`src/rtl/br_cond_pkg.sv`:
```
package br_cond_pkg;
  parameter int unsigned CTR_W  = 32;
  parameter int unsigned COND_W = 32;
  parameter int unsigned IDX_W  = $clog2(COND_W);
  localparam int unsigned OPT_COND_OFF = 4;
  localparam int unsigned OPT_COND_POL = 3;
  localparam int unsigned OPT_CTR_OFF  = 2;
  localparam int unsigned OPT_CTR_ZERO = 1;
  typedef struct packed {
    logic ctr_pass;
    logic cond_pass;
  } br_tests_t;
endpackage

```
`src/rtl/br_ctr_test.sv`:
```
module br_ctr_test
  import br_cond_pkg::*;
(
  input  logic [CTR_W-1:0] ctr_i,
  input  logic             skip_i,
  input  logic             want_zero_i,
  output logic [CTR_W-1:0] ctr_dec_o,
  output logic             pass_o
);
  assign ctr_dec_o = ctr_i - CTR_W'(1);
  assign pass_o = skip_i | ((ctr_dec_o != '0) ^ want_zero_i);
endmodule

```
`src/rtl/br_cond_test.sv`:
```
module br_cond_test
  import br_cond_pkg::*;
(
  input  logic [COND_W-1:0] cond_i,
  input  logic [IDX_W-1:0]  idx_i,
  input  logic              skip_i,
  input  logic              pol_i,
  output logic              pass_o
);
  logic [COND_W-1:0] rev;
  logic              bit_sel;
  // bit 0 of the index space is the MSB
  for (genvar g = 0; g < COND_W; g++) begin : g_rev
    assign rev[g] = cond_i[COND_W-1-g];
  end
  assign bit_sel = rev[idx_i];
  assign pass_o  = skip_i | (bit_sel == pol_i);
endmodule

```
`src/rtl/br_cond_unit.sv`:
```
module br_cond_unit
  import br_cond_pkg::*;
(
  input  logic              clk_i,
  input  logic              rst_ni,
  input  logic              eval_i,
  input  logic [4:0]        opt_i,
  input  logic [IDX_W-1:0]  idx_i,
  input  logic [COND_W-1:0] cond_i,
  input  logic              ctr_we_i,
  input  logic [CTR_W-1:0]  ctr_wdata_i,
  output logic [CTR_W-1:0]  ctr_o,
  output logic              valid_o,
  output logic              taken_o
);
  logic [CTR_W-1:0] ctr_q, ctr_dec;
  br_tests_t        tests;

  br_ctr_test u_ctr_test (
    .ctr_i       (ctr_q),
    .skip_i      (opt_i[OPT_CTR_OFF]),
    .want_zero_i (opt_i[OPT_CTR_ZERO]),
    .ctr_dec_o   (ctr_dec),
    .pass_o      (tests.ctr_pass)
  );

  br_cond_test u_cond_test (
    .cond_i (cond_i),
    .idx_i  (idx_i),
    .skip_i (opt_i[OPT_COND_OFF]),
    .pol_i  (opt_i[OPT_COND_POL]),
    .pass_o (tests.cond_pass)
  );

  always_ff @(posedge clk_i or negedge rst_ni) begin
    if (!rst_ni) begin
      ctr_q   <= '0;
      valid_o <= 1'b0;
      taken_o <= 1'b0;
    end else begin
      if (ctr_we_i)                              ctr_q <= ctr_wdata_i;
      else if (eval_i && !opt_i[OPT_CTR_OFF])    ctr_q <= ctr_dec;
      valid_o <= eval_i;
      taken_o <= eval_i & tests.ctr_pass & tests.cond_pass;
    end
  end

  assign ctr_o = ctr_q;
endmodule

```
`config.mk`:
```
export PLATFORM = sky130hd
export DESIGN_NAME = br_cond_unit
export DESIGN_NICKNAME = d
export VERILOG_FILES = /design/src/rtl/br_cond_pkg.sv /design/src/rtl/br_ctr_test.sv /design/src/rtl/br_cond_test.sv /design/src/rtl/br_cond_unit.sv
export SDC_FILE = /design/constraint.sdc
export NUM_CORES = 1
export LEC_CHECK = 0
export ABC_CLOCK_PERIOD_IN_PS = 2900
export BUFFER_PORTS_ARGS = -buffer_cell sky130_fd_sc_hd__buf_2
export CAP_MARGIN = 20
export CORE_MARGIN = 1.5
export CORE_UTILIZATION = 52
export DETAILED_ROUTE_END_ITERATION = 6
export PLACE_DENSITY = 0.92
export RECOVER_POWER = 50
export SLEW_MARGIN = 25
export SYNTH_ARGS = -nofsm -noshare
export SYNTH_HDL_FRONTEND = slang
export SYNTH_HIERARCHICAL = 1
export SYNTH_SLANG_ARGS = --single-unit
```
`constraint.sdc`:
```
create_clock -name clk_i -period 2.9 [get_ports clk_i]
set_clock_uncertainty 0.05 [all_clocks]
set_input_delay 0.725 -clock clk_i [delete_from_list [all_inputs] [get_ports clk_i]]
set_output_delay 0.725 -clock clk_i [all_outputs]
set_load 0.02 [all_outputs]
```
==> results of run 1 <==
-- routing by layer --
metal	track usage, %	part of all wire, %
met4	9.09	2.0
met2	44.5	50
met5	0	0
met1	30.9	40
met3	4.06	7.5
-- worst paths after layout --
path	start	end	slack, ns	cells past startpoint
setup reg to reg	ctr_o[0]	taken_o	0.13	10
max in group asynchronous	rst_ni	ctr_o[31]	0.82	1
min in group asynchronous	rst_ni	ctr_o[6]	0.88	1
hold reg to reg	ctr_o[26]	ctr_o[26]	0.57	2
hold / removal	ctr_o[26]	ctr_o[26]	0.57	2
setup / recovery	ctr_o[0]	taken_o	0.13	10
-- per-stage QoR --
step | hold WS [ns] | power, uW | instance area (um^2) | utilization [%] | setup WS (ns)
after floorplan | 0.379 | 1010 | 3390 | - | 0.149
after global placement | 0.535 | 1180 | 3970 | 62.9 | 0.226
after detailed placement | 0.563 | 1210 | 3970 | 62.9 | 0.176
after CTS | 0.477 | 1640 | 4080 | 64.6 | 0.140
after global routing | 0.612 | 1720 | 4070 | 64.5 | -0.00122
final | 0.568 | 1630 | 4070 | 64.5 | 0.134
-- layout make-up --
class	count	share of cell area (%)
multi-input cells	261	55.3
flip-flops and latches	34	20.9
repair buffers	122	15.2
inverters	38	3.50
clock buffers	8	2.70
well taps	77	2.37
-- cells by family after synthesis --
group / after synthesis
muxes: 17
DFF: 34
buffers and inverters: 60
and+or+nand+nor: 167
adders and majority gates: 2
AOI/OAI and AO/OA: 53
xor gates and xnor gates: 22
-- worst max-delay path, cell delays in order (launching register included) --
cell and delay, ns:
dfrtp_1 0.38, inv_1 0.08, ha_1 0.31, xor2_1 0.12, or4_1 0.43, or4_1 0.40
and4bb_1 0.25, and4_1 0.22, nand4_1 0.10, a21o_1 0.19, and3_1 0.13
-- registers in the layout (all words and copies together), names as in the netlist --
signal and cells:
ctr_o 32, taken_o 1, valid_o 1
-- power breakdown --
part | switching [uW] | leakage [uW] | internal (uW)
combinational | 339 | 0.00131 | 254
sequential | 93.6 | 0.000414 | 524
clock | 183 | 0.0000575 | 240
total | 616 | 0.00178 | 1020
-- cells in the final DEF, fill, tap and decap left out, types with 4 or more instances in the layout --
cell type and instances:
a22oi_1 5, buf_2 92, buf_4 12, clkbuf_1 18
clkbuf_8 8, dfrtp_1 34, inv_1 38, mux2i_1 17
nand2_1 47, nand3_1 6, nand4_1 7, nand4b_1 4
nand4bb_1 33, nor2_1 11, nor3_1 8, nor4_1 9
o21ai_0 4, o311ai_2 27, or2_2 4, or3_1 4
xnor2_1 10, xor2_1 12
-- timing repair --
item / in CTS / in global routing
resized for setup: 0 / 1
setup endpoints to repair: 0 / 1
setup buffers: 0 / 1
==> summary.md, run 1 <==
| Metric | Value |
|---|---|
| Status | `finished, violations left` |
| Failing checks | `max-capacitance violations, max-slew violations` |
| Nets@finish | `542` |
| DRT iter0 DRCs | `251` |
| Die X | `83.8 um` |
| Crit Path Category | `reg2reg` |
| Top cells by area, synth | `dfrtp_1, o311ai_2, nand4bb_1` |
| Complex-gate fraction of the synthesized area | `20.3%` |
| CTS Root Cell | `clkbuf_8` |
| Inserted Diodes | `0` |
| Adder-Cell Fraction of Synth Area | `0.737%` |
| Simple logic cell fraction of the synthesized area | `34.4%` |
| Total congestion overflow | `0` |
| Worst IR Drop VDD | `282 uV` |
| Clock Sink Count | `34` |
| Yosys cell types | `55` |
| Hold_buf cts | `0` |
| Seq cells post-synth | `34` |
| Post-synth top area share | `25.1%` |
| DIE HEIGHT | `83.8 um` |
| Fillers | `511` |
| Max-Cap Viols | `1` |
| Layout cells sized above 1 | `35.0%` |
| Antenna violations before repair | `0` |
| Starting Density | `53.8%` |
| Vias | `3,289` |
| Avg Inst Size Synth | `9.56 um^2` |
| # H-tree levels | `2` |
| Asr flop ratio synth | `100%` |
| Fin Setup TNS | `0 ns` |
| Final Hold Viols | `0` |
| Worst-path clk slew | `0.07 ns` |
| CP Data Arrival Time | `2.90 ns` |
| Die Area | `7020 um^2` |
| Detailed placement HPWL | `6510 um` |
| Vias in the first global route | `3,129` |
| Gr usage total | `25.2%` |
| Gate Count Post-Synth | `355` |
| # DRC | `0` |
| Post-route clock period utilization | `95.4%` |
| FF/Latch Area | `851 um^2` |
| Register area share after synthesis | `25.1%` |
| Core Area | `6310 um^2` |
| Hold Crit Class | `reg2reg` |
| Finish-stage setup viols | `0` |
| Main flop type after synthesis | `dfrtp_1` |
| Worst Max-Slew Pin Slew | `1.88 ns` |
| Largest family of logic cells by synthesized area | `simple AND/OR/NAND/NOR gates` |
| Row count | `29` |
| CP required | `3.03 ns` |
| # IOs | `112` |
| Multi-input combinational cell area | `2250 um^2` |
| Worst-skew pair later-pin latency | `0.30 ns` |
| I/O Buffers | `110` |
| PwrDens | `401 nW/um^2` |
| Post-Synthesis Net Count | `435` |
| CTS tree | `done` |
| Fmax | `362 MHz` |
| DR WL/cell | `16.6 um` |
| Setup crit end kind | `flop` |
| GPL Wtd Cong | `0.843` |
| Max FO, Critical Path | `7` |
| CTS max path bufs | `2` |
| Mux cell area share after synthesis | `5.01%` |
| Layout Cells excl Fill | `540` |
| Area Overhead vs Synth | `19.9%` |
| Normalized max-slew margin | `-25.4%` |
| Critical Path Start Type | `flop` |
| Placed insts | `531` |
| Cts bufs inserted | `5` |
| Drt total wl | `8950 um` |
| First-pass GRT wire length | `14,500 um` |
| Static leakage | `0.00178 uW` |
| Number of warnings issued by yosys | `6` |
| Largest net degree at the start of global routing | `43` |
| Synth cell count leaders | `nand2_1, inv_1, dfrtp_1, nand4bb_1, o311ai_2` |
| Final min period | `2.77 ns` |
| EDFF count, synth | `0` |
| Post-synth top area cell | `dfrtp_1` |
| Routed Antenna Nets | `0` |
| Most common cell in the netlist | `nand2_1` |
| Cell Area, Synth | `3390 um^2` |
| DR pass1 iterations | `5` |
| Post-synthesis xor/xnor area fraction | `5.68%` |
| Final Max Slew Viols | `35` |
| Via density | `6.09` |
(Power assumes the default switching activity.)
==> run 2, diff against run 1 <==
--- a/config.mk
+++ b/config.mk
@@ -13,6 +13,7 @@
 export DETAILED_ROUTE_END_ITERATION = 6
 export PLACE_DENSITY = 0.92
 export RECOVER_POWER = 50
+export REMOVE_ABC_BUFFERS = 1
 export SLEW_MARGIN = 25
 export SYNTH_ARGS = -nofsm -noshare
 export SYNTH_HDL_FRONTEND = slang
==> run 2 against run 1 <==
The run still ends with max-capacitance violations, max-slew violations left. Via count decreased by 0.12%. Power decreased by 5.0%. Wire length increased by 0.68%. Critical endpoint unchanged.
==> summary.md, run 2 (synthesis results as in run 1) <==
| Metric | Value |
|---|---|
| Post-route clock period utilization | `95.0% (-0.33 points)` |
| Die X | `83.8 um (unchanged)` |
| Vias in the first global route | `3,157 (+0.89%)` |
| Wire length on met2 | `4450 um (-0.63%)` |
| Top delay family on crit path | `simple AND/OR/NAND/NOR gates` |
| Commonest cells after routing, fill and taps aside | `buf_2, nand2_1, inv_1, nand4bb_1, dfrtp_1` |
| Routed Antenna Nets | `0 (unchanged)` |
| Final Hold Viols | `0 (unchanged)` |
| Worst slack, placed | `0.0609 ns (-0.115 ns)` |
| Status | `finished, violations left` |
| Final instance area | `4050 um^2 (-0.58%)` |
| M1 WL | `3570 um (-1.4%)` |
| Hold Crit Class | `reg2reg` |
| Via density | `6.08 (-0.12%)` |
| DIE HEIGHT | `83.8 um (unchanged)` |
| First-pass GRT wire length | `14,600 um (+0.95%)` |
| Core Area | `6310 um^2 (unchanged)` |
| Gr usage total | `25.2% (+0.052 points)` |
| Setup crit end kind | `flop` |
| Critical Path, Cell by Cell | `inv_1, ha_2, xor2_1, or4_1, or4_1, and4bb_1, and4_1, nand4_1, a21o_1, and3_1` |
| CP Data Arrival Time | `2.88 ns (-0.02 ns)` |
| Fmax | `363 MHz (+0.35%)` |
| Antenna violations before repair | `0 (unchanged)` |
| Slowest stage delay, CP | `0.44 ns (about the same)` |
| Largest net degree at the start of global routing | `80 (+86%)` |
| CTS tree | `done` |
| Final Max Slew Viols | `35 (unchanged)` |
| Clock Sink Count | `34 (unchanged)` |
| Worst IR Drop VDD | `308 uV (+9.3%)` |
| Worst Max-Slew Pin Slew | `1.94 ns (+0.0537 ns)` |
| Worst-path cell with the longest stage delay | `dfrtp_2` |
| DRT iter0 DRCs | `196 (-22%)` |
| Fillers | `517 (+1.2%)` |
| Worst-path clk slew | `0.07 ns (about the same)` |
| GPL Wtd Cong | `0.794 (-5.8%)` |
| Critical Path Start Type | `flop` |
| Hold_buf cts | `0 (unchanged)` |
| Crit Path Category | `reg2reg` |
| Failing checks | `max-capacitance violations, max-slew violations` |
| Fin util | `64.1% (-0.38 points)` |
| Starting Density | `53.8% (unchanged)` |
| Fin Setup TNS | `0 ns (unchanged)` |
| Cts bufs inserted | `5 (unchanged)` |
| DR WL met3 | `738 um (+10%)` |
| Nets@finish | `543 (+0.18%)` |
| Die Area | `7020 um^2 (unchanged)` |
| Inserted Diodes | `0 (unchanged)` |
| Max-Cap Viols | `1 (unchanged)` |
| Drt total wl | `9010 um (+0.68%)` |
| # IOs | `112 (unchanged)` |
| Static leakage | `0.00176 uW (-1.0%)` |
| CP required | `3.03 ns (about the same)` |
| Layout cells sized above 1 | `35.4% (+0.43 points)` |
| Area Overhead vs Synth | `19.2%` |
| Worst-skew pair later-pin latency | `0.29 ns (about the same)` |
| Cell mode on critical path | `or4_1` |
| # H-tree levels | `2 (unchanged)` |
| Buf/Inv on CP | `1 (unchanged)` |
| Max FO, Critical Path | `7 (unchanged)` |
| Normalized max-slew margin | `-29.0% (-3.6 points)` |
| Hold slack final | `0.549 ns (-0.0190 ns)` |
| Total congestion overflow | `0 (unchanged)` |
| Row count | `29 (unchanged)` |
| Commonest non-fill, non-tap cell in the layout | `buf_2` |
| # DRC | `0 (unchanged)` |
| Finish-stage setup viols | `0 (unchanged)` |
| Vias | `3,285 (-0.12%)` |
| DR pass1 iterations | `6 (+1)` |
| I/O Buffers | `110 (unchanged)` |
| Detailed placement HPWL | `6570 um (+1.1%)` |
| Crit path launch | `ctr_o[1]` |
| Final min period | `2.76 ns (-0.00961 ns)` |
| Start of the worst register-to-register path | `ctr_o[1]` |
| RSZ-0062 raised after global routing | `no` |
| Hold path start | `ctr_o[26]` |
| Number of flip-flops in the largest register | `32 (unchanged)` |
| DR WL/cell | `16.7 um (+0.68%)` |
| DP Area | `3990 um^2 (+0.38%)` |
| CTS max path bufs | `2 (unchanged)` |
| Fin worst setup slack | `0.144 ns (+0.00961 ns)` |
| CTS Root Cell | `clkbuf_8` |
| DR top layer | `met4` |
| PwrDens | `384 nW/um^2 (-4.4%)` |
==> run 2: where the power goes <==
| group | internal, uW | total (uW) | leakage [uW] | switching [uW] |
|---|---|---|---|---|
| clock | 165 | 337 | 0.0000383 | 171 |
| sequential | 525 | 614 | 0.000413 | 89.6 |
| combinational | 256 | 602 | 0.00131 | 345 |
| total | 946 | 1550 | 0.00176 | 607 |
==> run 2: worst min-delay path: stages (launching register included) <==
cell and delay [ns]:
dfrtp_1 0.40, inv_1 0.06, o311ai_1 0.09
==> run 2: path summary, 6_finish.rpt <==
kind	slack (ns)	cells after the start	to
max reg2reg	0.14	10	taken_o
min in group asynchronous	0.92	1	ctr_o[2]
min reg2reg	0.55	2	ctr_o[26]
max	0.14	10	taken_o
min	0.55	2	ctr_o[26]
max in group asynchronous	0.64	1	ctr_o[1]
==> run 2: stage by stage <==
step	cells	total power (uW)
5_1_grt	540	1640
4_1_cts	540	1560
3_3_place_gp	533	1190
2_1_floorplan	333	966
3_5_place_dp	533	1220
6_report	540	1550
==> run 2: layout make-up <==
| cell class | instances | area, um^2 | area share, % |
|---|---|---|---|
| multi-input cells | 261 | 2250 | 55.7 |
| flip-flops and latches | 34 | 852 | 21.1 |
| repair buffers | 123 | 627 | 15.5 |
| inverters | 38 | 143 | 3.52 |
| well taps | 77 | 96.3 | 2.38 |
| clock buffers | 7 | 76.3 | 1.89 |
==> run 2: per-layer routing <==
| metal | track usage [%] | vias up |
|---|---|---|
| li1 | - | 1545 |
| met1 | 30.5 | 1522 |
| met2 | 44.9 | 193 |
| met3 | 4.65 | 25 |
| met4 | 8.64 | 0 |
| met5 | 0 | - |
==> run 2: repair_timing <==
item | 4_1_cts | 5_1_grt
resized for setup | 0 | 3
endpoints found under the setup margin | 0 | 1
setup buffers | 0 | 0
==> run 3, diff against run 2 <==
--- a/config.mk
+++ b/config.mk
@@ -8,8 +8,10 @@
 export ABC_CLOCK_PERIOD_IN_PS = 2900
 export BUFFER_PORTS_ARGS = -buffer_cell sky130_fd_sc_hd__buf_2
 export CAP_MARGIN = 20
+export CELL_PAD_IN_SITES_DETAIL_PLACEMENT = 0
+export CELL_PAD_IN_SITES_GLOBAL_PLACEMENT = 1
 export CORE_MARGIN = 1.5
-export CORE_UTILIZATION = 52
+export CORE_UTILIZATION = 39
 export DETAILED_ROUTE_END_ITERATION = 6
 export PLACE_DENSITY = 0.92
 export RECOVER_POWER = 50
==> run 3 against run 2 <==
The run still ends with max-capacitance violations, max-slew violations left. Wire length grew 1.5%. Cell count grew 6.5%. Hold slack gained 0.013 ns. Maximum frequency grew 0.34%. First-iteration DRC count shrank 21%. Combinational power grew 3.7%. Power grew 3.3%. Final area grew 2.9%. Critical path depth is the same. Critical endpoint unchanged. Highest routed layer unchanged.
==> summary.md, run 3 (synthesis results as in run 1) <==
| Metric | Value |
|---|---|
| Worst Max-Slew Pin Slew | `1.92 ns (-0.0153 ns)` |
| Worst-skew pair later-pin latency | `0.30 ns (about the same)` |
| Detailed placement HPWL | `6730 um (+2.4%)` |
| CTS Root Cell | `clkbuf_8` |
| Failing checks | `max-capacitance violations, max-slew violations` |
| Gr usage total | `19.7% (-5.5 points)` |
| First-pass GRT wire length | `14,300 um (-2.1%)` |
| CP required | `3.03 ns (about the same)` |
| Cell mode on critical path | `or4_1` |
| DR pass1 iterations | `4 (-2)` |
| Largest net degree at the start of global routing | `55 (-31%)` |
| # H-tree levels | `2 (unchanged)` |
| Finish-stage setup viols | `0 (unchanged)` |
| Setup Buffers After CTS | `0 (unchanged)` |
| Hold_buf cts | `0 (unchanged)` |
| GPL Wtd Cong | `0.787 (-0.82%)` |
| Status | `finished, violations left` |
| Hold Crit Class | `reg2reg` |
| Fin Setup TNS | `0 ns (unchanged)` |
| DP Area | `4080 um^2 (+2.3%)` |
| Worst-path clk slew | `0.07 ns (about the same)` |
| Clock Sink Count | `34 (unchanged)` |
| Starting Density | `40.7% (-13 points)` |
| Worst-path cell with the longest stage delay | `or4_1` |
| Core Area | `8340 um^2 (+32%)` |
| Crit Path Category | `reg2reg` |
| Die X | `96.3 um (+15%)` |
| Vias | `3,230 (-1.7%)` |
| Final Max Slew Viols | `70 (+100%)` |
| Inserted Diodes | `0 (unchanged)` |
| Max FO, Critical Path | `7 (unchanged)` |
| Nets@finish | `549 (+1.1%)` |
| Layout cells sized above 1 | `36.4% (+0.96 points)` |
| Antenna violations before repair | `0 (unchanged)` |
| Routed Antenna Nets | `0 (unchanged)` |
| Row count | `33 (+14%)` |
| Critical Path, Cell by Cell | `inv_1, ha_2, xor2_1, or4_1, or4_1, and4bb_1, and4_1, nand4_1, a21o_1, and3_1` |
| # IOs | `112 (unchanged)` |
| PwrDens | `385 nW/um^2 (+0.34%)` |
| Commonest cells after routing, fill and taps aside | `buf_2, nand2_1, inv_1, dfrtp_1, nand4bb_1` |
| Post-cts resize count | `0 (unchanged)` |
| Via density | `5.62 (-7.7%)` |
| CTS tree | `done` |
| Slowest stage delay, CP | `0.41 ns (-0.03 ns)` |
| Cts bufs inserted | `5 (unchanged)` |
| Post-route clock period utilization | `94.7% (-0.32 points)` |
| Final instance area | `4170 um^2 (+2.9%)` |
| Max-Cap Viols | `2 (+1)` |
| CP Data Arrival Time | `2.88 ns (about the same)` |
| Setup crit end kind | `flop` |
| Number of flip-flops in the largest register | `32 (unchanged)` |
| Vias in the first global route | `3,080 (-2.4%)` |
| Final min period | `2.75 ns (-0.00933 ns)` |
| Total congestion overflow | `0 (unchanged)` |
| DIE HEIGHT | `96.3 um (+15%)` |
| RSZ-0062 raised after global routing | `no` |
| Fillers | `810 (+57%)` |
| Normalized max-slew margin | `-28.0% (+1.0 points)` |
| Drt total wl | `9150 um (+1.5%)` |
| Worst IR Drop VDD | `207 uV (-33%)` |
| DR WL/cell | `15.9 um (-4.6%)` |
| I/O Buffers | `110 (unchanged)` |
| Critical Path Start Type | `flop` |
| Fmax | `364 MHz (+0.34%)` |
| # DRC | `0 (unchanged)` |
| CTS max path bufs | `2 (unchanged)` |
| Area Overhead vs Synth | `22.7%` |
| Die Area | `9270 um^2 (+32%)` |
| Commonest non-fill, non-tap cell in the layout | `buf_2` |
| Static leakage | `0.00181 uW (+2.8%)` |
| DRT iter0 DRCs | `154 (-21%)` |
| Final Hold Viols | `0 (unchanged)` |
-- run 3: cell count changes in the layout (fill, tap and decap cells not counted), sizes merged --
cell and delta:
buf +5, clkbuf +1, clkinv +1
-- run 3: area by class of cell --
cell class              instances  area (um^2)  area share (%)
multi-input cells             261         2270            54.4
well taps                     105          131            3.15
clock inverters                 1         5.00           0.120
flip-flops and latches         34          851            20.4
clock buffers                   7         86.3            2.07
repair buffers                129          683            16.4
inverters                      38          143            3.42
-- run 3: through the flow --
| step | power [uW] | util (%) | std cells | setup slack, ns | hold WS, ns |
|---|---|---|---|---|---|
| after detailed placement | 1240 | 48.9 | 567 | 0.128 | 0.552 |
| after global placement | 1220 | 48.9 | 567 | 0.180 | 0.533 |
| after CTS | 1610 | 50.0 | 575 | 0.105 | 0.485 |
| final | 1600 | 50.0 | 575 | 0.153 | 0.562 |
| after global routing | 1700 | 50.0 | 575 | 0.0237 | 0.607 |
| after floorplan | 966 | - | 333 | 0.149 | 0.379 |
-- run 3: worst paths after layout --
path | start | to | slack (ns) | cells after the start
setup / recovery | ctr_o[1] | taken_o | 0.15 | 10
hold / removal | ctr_o[26] | ctr_o[26] | 0.56 | 2
setup reg to reg | ctr_o[1] | taken_o | 0.15 | 10
hold reg to reg | ctr_o[26] | ctr_o[26] | 0.56 | 2
max in group asynchronous | rst_ni | ctr_o[7] | 0.79 | 1
min in group asynchronous | rst_ni | ctr_o[1] | 0.91 | 1
-- run 3: power breakdown --
| part | total, uW | switching, uW | internal (uW) |
|---|---|---|---|
| sequential | 605 | 80.5 | 524 |
| combinational | 624 | 354 | 271 |
| clock | 375 | 183 | 192 |
| total | 1600 | 617 | 987 |
-- run 3: critical path, delay by kind of cell, from the launching register on --
family | cells | cell delay (ns)
xor+xnor | 1 | 0.10
simple gates | 6 | 1.57
buf+inv | 1 | 0.08
compound gates | 1 | 0.18
fa+ha+maj | 1 | 0.26
flops | 1 | 0.38
-- run 3: routing by layer --
layer  track usage, %  vias up  part of all wire (%)
met5                0        -                     0
li1                 -     1556                     -
met4             3.99        0                   1.0
met2             36.1      115                    49
met3             3.79        8                   7.3
met1             23.9     1551                    43
